==> config.mk <==
export PLATFORM = sky130hd
export DESIGN_NAME = i2c_gpio_bridge
export DESIGN_NICKNAME = d
export VERILOG_FILES = /design/src/rtl/i2c_bridge_pkg.sv /design/src/rtl/i2c_tick_gen.sv /design/src/rtl/i2c_in_sync.sv /design/src/rtl/i2c_engine.sv /design/src/rtl/i2c_regs.sv /design/src/rtl/i2c_pin_mux.sv /design/src/rtl/i2c_gpio_bridge.sv
export SDC_FILE = /design/constraint.sdc
export NUM_CORES = 1
export LEC_CHECK = 0
export ABC_AREA = 0
export ABC_CLOCK_PERIOD_IN_PS = 4100
export BUFFER_PORTS_ARGS = -buffer_cell sky130_fd_sc_hd__buf_2
export CAP_MARGIN = 15
export CORE_AREA = 2 2 89 74
export CTS_CLUSTER_DIAMETER = 80
export DETAILED_ROUTE_END_ITERATION = 12
export DIE_AREA = 0 0 91 76
export PLACE_DENSITY = 0.76
export SYNTH_ARGS = -nofsm -noshare
export SYNTH_HDL_FRONTEND = slang
export SYNTH_HIERARCHICAL = 1
export SYNTH_SLANG_ARGS = --single-unit
==> constraint.sdc <==
create_clock -name clk -period 4.1 [get_ports clk]
set_clock_uncertainty 0.05 [all_clocks]
set_input_delay 0.41 -clock clk [delete_from_list [all_inputs] [get_ports clk]]
set_output_delay 0.41 -clock clk [all_outputs]
set_load 0.01 [all_outputs]
==> src/rtl/i2c_bridge_pkg.sv <==
// Shared constants and types for the I2C bridge.
// Assumes an 8-bit register offset space inside the processor's I/O page.
package i2c_bridge_pkg;

    localparam logic [7:0] OFF_CTRL   = 8'h04;
    localparam logic [7:0] OFF_TARGET = 8'h05;
    localparam logic [7:0] OFF_DATA   = 8'h06;
    localparam logic [7:0] OFF_STATUS = 8'h07;

    localparam int CTRL_EN_BIT   = 0;
    localparam int CTRL_READ_BIT = 1;

    // Bus exchange phases
    typedef enum logic [2:0] {
        PH_IDLE,
        PH_START,
        PH_ADDR,
        PH_DATA,
        PH_STOP
    } phase_t;

endpackage

==> src/rtl/i2c_tick_gen.sv <==
// Quarter-period tick generator: pulses once every DIV cycles while run is high.
// Assumes DIV >= 2. The counter is held at zero while run is low, so the first
// tick comes exactly DIV cycles after run rises.
module i2c_tick_gen #(
    parameter int DIV = 4
) (
    input  logic clk,
    input  logic rst_n,
    input  logic run,
    output logic tick
);
    localparam int CW = (DIV > 1) ? $clog2(DIV) : 1;
    localparam logic [CW-1:0] LAST = CW'(DIV - 1);

    logic [CW-1:0] cnt;

    // Count system clocks within one quarter period
    always_ff @(posedge clk) begin
        if (!rst_n) begin
            cnt <= '0;
        end else if (!run) begin
            cnt <= '0;
        end else if (cnt == LAST) begin
            cnt <= '0;
        end else begin
            cnt <= cnt + 1'b1;
        end
    end

    assign tick = run && (cnt == LAST);

endmodule

==> src/rtl/i2c_in_sync.sv <==
// Multi-flop synchronizer for a pad input level. Resets to 1 (a released line).
// Assumes STAGES >= 1.
module i2c_in_sync #(
    parameter int STAGES = 2
) (
    input  logic clk,
    input  logic rst_n,
    input  logic d,
    output logic q
);
    logic [STAGES-1:0] chain;

    for (genvar g = 0; g < STAGES; g++) begin : g_stage
        if (g == 0) begin : g_first
            // First stage captures the raw pad level
            always_ff @(posedge clk) begin
                if (!rst_n) chain[g] <= 1'b1;
                else        chain[g] <= d;
            end
        end else begin : g_next
            // Later stages settle the level
            always_ff @(posedge clk) begin
                if (!rst_n) chain[g] <= 1'b1;
                else        chain[g] <= chain[g-1];
            end
        end
    end

    assign q = chain[STAGES-1];

endmodule

==> src/rtl/i2c_engine.sv <==
// Bus sequencer: runs one single-byte exchange per start pulse.
// Every segment (start, each of 18 bits, stop) is four quarters long:
//   start : q0 both high, q1 data low, q2..q3 clock low
//   bit   : q0 clock low (data set), q1..q2 clock high, q3 clock low;
//           the input is sampled on the tick that ends q1
//   stop  : q0 both low, q1 clock high, q2..q3 data high
// An unacknowledged address skips the data byte. Assumes start comes only while idle.
module i2c_engine
    import i2c_bridge_pkg::*;
(
    input  logic       clk,
    input  logic       rst_n,
    input  logic       tick,
    input  logic       start,
    input  logic       start_rw,
    input  logic [6:0] tgt_addr,
    input  logic [7:0] tx_byte,
    input  logic       sda_s,
    output logic       busy,
    output logic       nack,
    output logic [7:0] rx_byte,
    output logic       sda_rel,
    output logic       scl_rel,
    output logic       in_byte
);
    localparam logic [3:0] ACK_IDX = 4'd8;

    phase_t     phase;
    logic [1:0] q;
    logic [3:0] bit_idx;
    logic [7:0] sh;
    logic [7:0] rx_sh;
    logic       rw_q;
    logic       addr_nak;

    // Phase, quarter and bit sequencing with sampling of the data line
    always_ff @(posedge clk) begin
        if (!rst_n) begin
            phase    <= PH_IDLE;
            q        <= 2'd0;
            bit_idx  <= 4'd0;
            sh       <= 8'hFF;
            rx_sh    <= 8'h00;
            rx_byte  <= 8'h00;
            rw_q     <= 1'b0;
            addr_nak <= 1'b0;
            nack     <= 1'b0;
        end else if (start && phase == PH_IDLE) begin
            phase    <= PH_START;
            q        <= 2'd0;
            bit_idx  <= 4'd0;
            rw_q     <= start_rw;
            addr_nak <= 1'b0;
            nack     <= 1'b0;
        end else if (tick) begin
            if (q == 2'd1) begin
                if (phase == PH_ADDR && bit_idx == ACK_IDX) begin
                    addr_nak <= sda_s;
                    if (sda_s) nack <= 1'b1;
                end
                if (phase == PH_DATA) begin
                    if (rw_q && bit_idx != ACK_IDX) rx_sh <= {rx_sh[6:0], sda_s};
                    if (!rw_q && bit_idx == ACK_IDX && sda_s) nack <= 1'b1;
                end
            end
            if (q != 2'd3) begin
                q <= q + 2'd1;
            end else begin
                q <= 2'd0;
                unique case (phase)
                    PH_START: begin
                        phase   <= PH_ADDR;
                        bit_idx <= 4'd0;
                        sh      <= {tgt_addr, rw_q};
                    end
                    PH_ADDR: begin
                        if (bit_idx == ACK_IDX) begin
                            if (addr_nak) begin
                                phase <= PH_STOP;
                            end else begin
                                phase   <= PH_DATA;
                                bit_idx <= 4'd0;
                                sh      <= rw_q ? 8'hFF : tx_byte;
                            end
                        end else begin
                            bit_idx <= bit_idx + 4'd1;
                            sh      <= {sh[6:0], 1'b1};
                        end
                    end
                    PH_DATA: begin
                        if (bit_idx == ACK_IDX) begin
                            phase <= PH_STOP;
                            if (rw_q) rx_byte <= rx_sh;
                        end else begin
                            bit_idx <= bit_idx + 4'd1;
                            sh      <= {sh[6:0], 1'b1};
                        end
                    end
                    PH_STOP:  phase <= PH_IDLE;
                    default:  phase <= PH_IDLE;
                endcase
            end
        end
    end

    // Line levels as a function of phase and quarter (1 = released)
    always_comb begin
        sda_rel = 1'b1;
        scl_rel = 1'b1;
        unique case (phase)
            PH_START: begin
                sda_rel = (q == 2'd0);
                scl_rel = (q == 2'd0) || (q == 2'd1);
            end
            PH_ADDR: begin
                sda_rel = (bit_idx == ACK_IDX) ? 1'b1 : sh[7];
                scl_rel = (q == 2'd1) || (q == 2'd2);
            end
            PH_DATA: begin
                sda_rel = (rw_q || bit_idx == ACK_IDX) ? 1'b1 : sh[7];
                scl_rel = (q == 2'd1) || (q == 2'd2);
            end
            PH_STOP: begin
                sda_rel = (q == 2'd2) || (q == 2'd3);
                scl_rel = (q != 2'd0);
            end
            default: begin
                sda_rel = 1'b1;
                scl_rel = 1'b1;
            end
        endcase
    end

    assign busy    = (phase != PH_IDLE);
    assign in_byte = (phase == PH_ADDR) || (phase == PH_DATA);

endmodule

==> src/rtl/i2c_regs.sv <==
// Processor-facing register file: enable, target address, data, status.
// Assumes single-cycle write strobes; all writes are dropped while busy.
module i2c_regs
    import i2c_bridge_pkg::*;
(
    input  logic       clk,
    input  logic       rst_n,
    input  logic       bus_cs,
    input  logic       bus_we,
    input  logic [7:0] bus_addr,
    input  logic [7:0] bus_wdata,
    output logic [7:0] bus_rdata,
    input  logic       busy,
    input  logic       nack,
    input  logic [7:0] rx_byte,
    output logic       en,
    output logic       start,
    output logic       start_rw,
    output logic [6:0] tgt_addr,
    output logic [7:0] tx_byte
);
    logic wr_ok;

    assign wr_ok = bus_cs && bus_we && !busy;

    // Register updates on accepted writes
    always_ff @(posedge clk) begin
        if (!rst_n) begin
            en       <= 1'b0;
            tgt_addr <= 7'd0;
            tx_byte  <= 8'd0;
        end else if (wr_ok) begin
            if (bus_addr == OFF_CTRL)   en       <= bus_wdata[CTRL_EN_BIT];
            if (bus_addr == OFF_TARGET) tgt_addr <= bus_wdata[6:0];
            if (bus_addr == OFF_DATA)   tx_byte  <= bus_wdata;
        end
    end

    // Start request decoding (data write or read trigger)
    always_comb begin
        start    = 1'b0;
        start_rw = 1'b0;
        if (wr_ok) begin
            if (bus_addr == OFF_DATA && en) begin
                start = 1'b1;
            end else if (bus_addr == OFF_CTRL && bus_wdata[CTRL_EN_BIT]
                         && bus_wdata[CTRL_READ_BIT]) begin
                start    = 1'b1;
                start_rw = 1'b1;
            end
        end
    end

    // Read multiplexer
    always_comb begin
        unique case (bus_addr)
            OFF_CTRL:   bus_rdata = {7'd0, en};
            OFF_TARGET: bus_rdata = {1'b0, tgt_addr};
            OFF_DATA:   bus_rdata = rx_byte;
            OFF_STATUS: bus_rdata = {6'd0, nack, busy};
            default:    bus_rdata = 8'h00;
        endcase
    end

endmodule

==> src/rtl/i2c_pin_mux.sv <==
// Pin ownership: GPIO requests pass through, except the two bus pins while enabled,
// which become open-drain (drive 0 or release). Assumes SDA_PIN != SCL_PIN.
module i2c_pin_mux #(
    parameter int GPIO_W  = 4,
    parameter int SDA_PIN = 2,
    parameter int SCL_PIN = 3
) (
    input  logic              en,
    input  logic              sda_rel,
    input  logic              scl_rel,
    input  logic [GPIO_W-1:0] gpio_out,
    input  logic [GPIO_W-1:0] gpio_oe,
    output logic [GPIO_W-1:0] pad_out,
    output logic [GPIO_W-1:0] pad_oe
);
    for (genvar i = 0; i < GPIO_W; i++) begin : g_pin
        if (i == SDA_PIN) begin : g_sda
            assign pad_oe[i]  = en ? !sda_rel : gpio_oe[i];
            assign pad_out[i] = en ? 1'b0 : gpio_out[i];
        end else if (i == SCL_PIN) begin : g_scl
            assign pad_oe[i]  = en ? !scl_rel : gpio_oe[i];
            assign pad_out[i] = en ? 1'b0 : gpio_out[i];
        end else begin : g_plain
            assign pad_oe[i]  = gpio_oe[i];
            assign pad_out[i] = gpio_out[i];
        end
    end

endmodule

==> src/rtl/i2c_gpio_bridge.sv <==
// Top level: register file, quarter-tick divider, data-line synchronizer,
// bus sequencer and pin multiplexer. Assumes DIV >= 4 so the synchronizer
// settles well inside the clock-high quarter that precedes sampling.
module i2c_gpio_bridge #(
    parameter int DIV         = 4,
    parameter int SYNC_STAGES = 2,
    parameter int GPIO_W      = 4,
    parameter int SDA_PIN     = 2,
    parameter int SCL_PIN     = 3
) (
    input  logic              clk,
    input  logic              rst_n,
    input  logic              bus_cs,
    input  logic              bus_we,
    input  logic [7:0]        bus_addr,
    input  logic [7:0]        bus_wdata,
    output logic [7:0]        bus_rdata,
    input  logic [GPIO_W-1:0] gpio_out,
    input  logic [GPIO_W-1:0] gpio_oe,
    output logic [GPIO_W-1:0] gpio_in,
    input  logic [GPIO_W-1:0] pad_in,
    output logic [GPIO_W-1:0] pad_out,
    output logic [GPIO_W-1:0] pad_oe
);
    logic       en, start, start_rw, busy, nack, tick, sda_s;
    logic       sda_rel, scl_rel, in_byte;
    logic [6:0] tgt_addr;
    logic [7:0] tx_byte, rx_byte;

    i2c_regs u_regs (
        .clk(clk), .rst_n(rst_n),
        .bus_cs(bus_cs), .bus_we(bus_we), .bus_addr(bus_addr),
        .bus_wdata(bus_wdata), .bus_rdata(bus_rdata),
        .busy(busy), .nack(nack), .rx_byte(rx_byte),
        .en(en), .start(start), .start_rw(start_rw),
        .tgt_addr(tgt_addr), .tx_byte(tx_byte)
    );

    i2c_tick_gen #(.DIV(DIV)) u_tick (
        .clk(clk), .rst_n(rst_n), .run(busy), .tick(tick)
    );

    i2c_in_sync #(.STAGES(SYNC_STAGES)) u_sync (
        .clk(clk), .rst_n(rst_n), .d(pad_in[SDA_PIN]), .q(sda_s)
    );

    i2c_engine u_eng (
        .clk(clk), .rst_n(rst_n), .tick(tick),
        .start(start), .start_rw(start_rw),
        .tgt_addr(tgt_addr), .tx_byte(tx_byte), .sda_s(sda_s),
        .busy(busy), .nack(nack), .rx_byte(rx_byte),
        .sda_rel(sda_rel), .scl_rel(scl_rel), .in_byte(in_byte)
    );

    i2c_pin_mux #(.GPIO_W(GPIO_W), .SDA_PIN(SDA_PIN), .SCL_PIN(SCL_PIN)) u_mux (
        .en(en), .sda_rel(sda_rel), .scl_rel(scl_rel),
        .gpio_out(gpio_out), .gpio_oe(gpio_oe),
        .pad_out(pad_out), .pad_oe(pad_oe)
    );

    assign gpio_in = pad_in;

endmodule

==> impl_summary.md <==
Status
The flow ran to the end, and the final reports show no timing, DRC or antenna violations.

Critical path
STA classifies the critical path endpoint as a flip-flop. The stage delay of the slowest cell on the critical path is about 0.9 ns. The critical path goes through or3_1 -> and2_2 -> nand3b_1 -> a311oi_2 -> nor3_1 -> a31oi_1.

The critical path class is reg2reg. For the worst flop-to-flop path, the logic depth is 6. In this run the worst setup path begins at u_eng/phase[1]$_SDFFE_PP0P_. STA classifies the critical path startpoint as a flip-flop. The cell with the largest stage delay on the worst path is sky130_fd_sc_hd__a311oi_2.

The most critical setup path has its endpoint at u_eng/sh[1]$_SDFFE_PN1P_. Data on the critical path is required at its endpoint by 4.28 ns. Data on the critical path arrives at its endpoint at 2.75 ns. The setup check on the worst reg-to-reg path leaves a slack of 1.54 ns. The critical register-to-register path startpoint is u_eng/phase[1]$_SDFFE_PP0P_.

The peak fanout along the critical path is 15. The endpoint identified for the worst register-to-register timing path is u_eng/sh[1]$_SDFFE_PN1P_.

Global route
The residual overflow from global routing is 0. The number of antenna violations at the first check in global routing is 0. The peak-usage layer in the global routing report is met2. The via count of the first global-routing pass is between 2000 and 2500.

The global-route wire length before repair is 10200 µm. In the global route stage, met2 resource usage came out at 0.293. The global-route usage over all layers is 0.178. For met1 alone, demand over resource in global routing was 0.247. The routing usage on met3 is 0.0287. Entering global routing, the biggest net connects 33 pins.

Logic synthesis
The average instance area after synthesis is 8.90 µm². The post-synthesis sequential element count is 56. In this run the cell area of the synthesized design comes to 0.00289 mm². The gate count of the mapped netlist is 325.

The total of warnings raised by yosys is 6. The number of enable-type register cells in the synthesized netlist is 0. Yosys attributes the largest share of cell area to sky130_fd_sc_hd__dfxtp_1, sky130_fd_sc_hd__mux2i_1, sky130_fd_sc_hd__nor2_1. Summed over all instances, the cell type with the most area after synthesis is sky130_fd_sc_hd__dfxtp_1. By count the netlist is led by sky130_fd_sc_hd__dfxtp_1, sky130_fd_sc_hd__nor2_1, sky130_fd_sc_hd__nand2_1.

The async set-reset flop share out of synthesis is 0. The share of synthesized area in the top cell type comes to 0.388. The distinct cell type count after synthesis is 44. The sequential area share after synthesis is 0.388. For this run, the leading register cell type out of synthesis is sky130_fd_sc_hd__dfxtp_1. Among all cell types in the netlist, the one instantiated most often is sky130_fd_sc_hd__dfxtp_1. When the netlist entered floorplanning its net count stood at 364.

STA
The total negative slack for setup checks is 0 ns. The clock period could shrink to 2.56 ns. The post-route clock period utilization is 0.626. The final max-slew violation count was 0. The total count of hold-check failures in the final report is 0. Hold is met by approximately 0.25 ns. Based on the critical path, the design can be clocked at up to 390 MHz. The actual transition at the worst max-transition pin is approximately 1.0 ns.

Setup repair after global routing left no endpoint under its margin. Headroom to the max-slew limit came out at 0.304. Setup violations remaining at the end of the flow were counted as 0.

Die
After floorplanning, the core was divided into 26 placement rows. The boundary pin count is 52. The die is 76 µm tall.

The floorplan step defined a die boundary enclosing ~0.007 mm². The core region is 0.00612 mm². The floorplan step set the die width to around 90 µm. The initial cell density of the core is 0.473.

Layout
The finished layout holds 430 standard cells, fillers aside. Summing all non-filler instances in the final layout gives an area of 0.00314 mm². Measured on the finished design, the core utilization comes to 0.514. The fill cell total of the finished layout is 616. The area overhead of the layout relative to synthesis is 8.74%. Of the cells placed in the final design, the portion with a size suffix greater than 1 is 0.179. The area taken by multi-input logic gates is between 0.0015 and 0.002 mm². Registers take around 0.0011 mm². The total number of nets in the final design is about 380. 0 antenna diodes ended up in the layout.

Route
The wire length per cell after detailed routing is between 10 and 15 µm. The pre-antenna-repair detailed-routing pass consisted of 4 iterations. The routed wire length is 6080 µm. The via-per-instance ratio is 5.42.

In this run the remaining antenna-violating nets after routing total 0. The vias after detailed routing is 2332. After detailed routing, the number of remaining DRC violations is 0. The count of routing violations after the opening detailed-route iteration is ~110.

Power
IR analysis of the VDD net gives a maximum drop of 0.205 mV. The leakage component of the power is about 1.3 nW. The share of total power dissipated in the clock network is 0.365. The register share of total power is 0.562. The share of total power dissipated in combinational logic is 0.072.

In this run the power density over the cells is 311 mW/mm². The analysis attributes to net switching a power of 0.224 mW. The internal power is 0.753 mW.

Of the total power, the share spent switching nets is 0.229.

Clocking
The number of setup buffers added after CTS is 0. The post-CTS resize count is 0. Clock tree synthesis found a total of 56 sinks.

The clock passes through at most 2 buffers. Clock-pin slew was measured on the worst setup and hold paths at 0.10 ns. The tree is rooted in a sky130_fd_sc_hd__clkbuf_8. The CTS tree is yes.

The clock tree synthesis step divided the H-tree into 2 levels. The TritonCTS buffer count is 5. The hold buffer count at cts is 0. The insertion delay of the later-clocked pin in the worst-skew pair is about 0.31 ns.

Placed design
The final RePlAce weighted congestion is 0.856. During placement, the flow inserted port buffers numbering 37. The cell count after placement is 422. The detailed-placement wirelength estimate is ~4400 µm. Summing all placed instances gives a cell area of 0.00304 mm².

Hold path
The min-delay analysis places its worst path in the category in2reg.

Run
Across the run, the number of max-cap violations was 0.
## cell type report
type / instances / share of cell area
multi-input cells: 233 / 0.503
flip-flops and latches: 56 / 0.357
repair buffers: 37 / 0.0589
well taps: 84 / 0.0334
clock buffers: 6 / 0.0231
inverters: 12 / 0.0143
clock inverters: 2 / 0.0111
## critical path: cells and delay by family (launching register included)
family             cells  cell delay [ns]
DFF                    1             0.53
AOI/OAI and AO/OA      2             1.12
and+or+nand+nor        4             0.79
## registers in the layout (all words and copies together) (netlist names)
signal and flops:
u_eng/q 2, u_sync/q 1, u_eng/addr_nak 1, u_tick/cnt 2
u_regs/tgt_addr 7, u_eng/rx_byte 8, u_sync/chain 1, u_eng/bit_idx 4
u_eng/sh 8, u_eng/phase 3, u_regs/en 1, u_eng/rw_q 1
u_regs/tx_byte 8, u_eng/rx_sh 8, u_eng/nack 1
## layer usage
layer	vias to the layer above	wire, µm
li1	1176	-
met1	1106	2930
met2	45	2910
met3	5	199
met4	0	33
met5	-	0
## cells in the final DEF, fill, tap and decap left out, drive strengths merged, types with 2 or more instances in the layout
cell / count
nand3b: 6
mux2i: 39
and3b: 2
inv: 11
nor2b: 3
nor4: 5
ha: 7
a31oi: 10
or3: 2
nor2: 45
clkinv: 2
o211ai: 8
and4bb: 2
nor3: 10
nand2b: 3
nand4: 5
clkbuf: 6
a22oi: 6
nor3b: 2
buf: 37
a21oi: 18
dfxtp: 56
nand2: 41
or2: 2
o21ai: 4
## worst min path at each step
stage	to	from	depth (start not counted)	slack, ns
2_1_floorplan	u_sync/q$_SDFF_PN1_	u_sync/chain[0]$_SDFF_PN1_	1	0.34
3_3_place_gp	u_sync/q$_SDFF_PN1_	u_sync/chain[0]$_SDFF_PN1_	1	0.34
3_5_place_dp	u_sync/q$_SDFF_PN1_	u_sync/chain[0]$_SDFF_PN1_	1	0.35
4_1_cts	u_sync/chain[0]$_SDFF_PN1_	pad_in[2]	2	0.25
5_1_grt	u_sync/chain[0]$_SDFF_PN1_	pad_in[2]	2	0.27
6_report	u_sync/chain[0]$_SDFF_PN1_	pad_in[2]	2	0.25
## cells by family (layout without fill, tap and decap cells)
family | count (synthesis) | in the layout | synth area share
buf+inv | 36 | 57 | 0.0658
flops | 56 | 56 | 0.388
mux | 41 | 41 | 0.147
simple gates | 134 | 134 | 0.253
fa+ha+maj | 7 | 7 | 0.0303
compound gates | 51 | 51 | 0.116
## through the flow
| stage | power, mW | setup slack (ns) |
|---|---|---|
| final | 0.977 | 1.54 |
| after floorplan | 0.617 | 2.01 |
| after CTS | 0.982 | 1.58 |
| after detailed placement | 0.633 | 1.65 |
| after global placement | 0.631 | 1.75 |
| after global routing | 1.01 | 1.34 |
## power by group through the flow
stage	sequential, mW	clock (mW)	combinational (mW)
floorplan	0.559	0	0.0574
global placement	0.562	0	0.0690
detailed placement	0.562	0	0.0706
CTS	0.549	0.362	0.0708
global route	0.550	0.383	0.0787
finish	0.549	0.357	0.0707
Power figures use the tool's default switching activity.
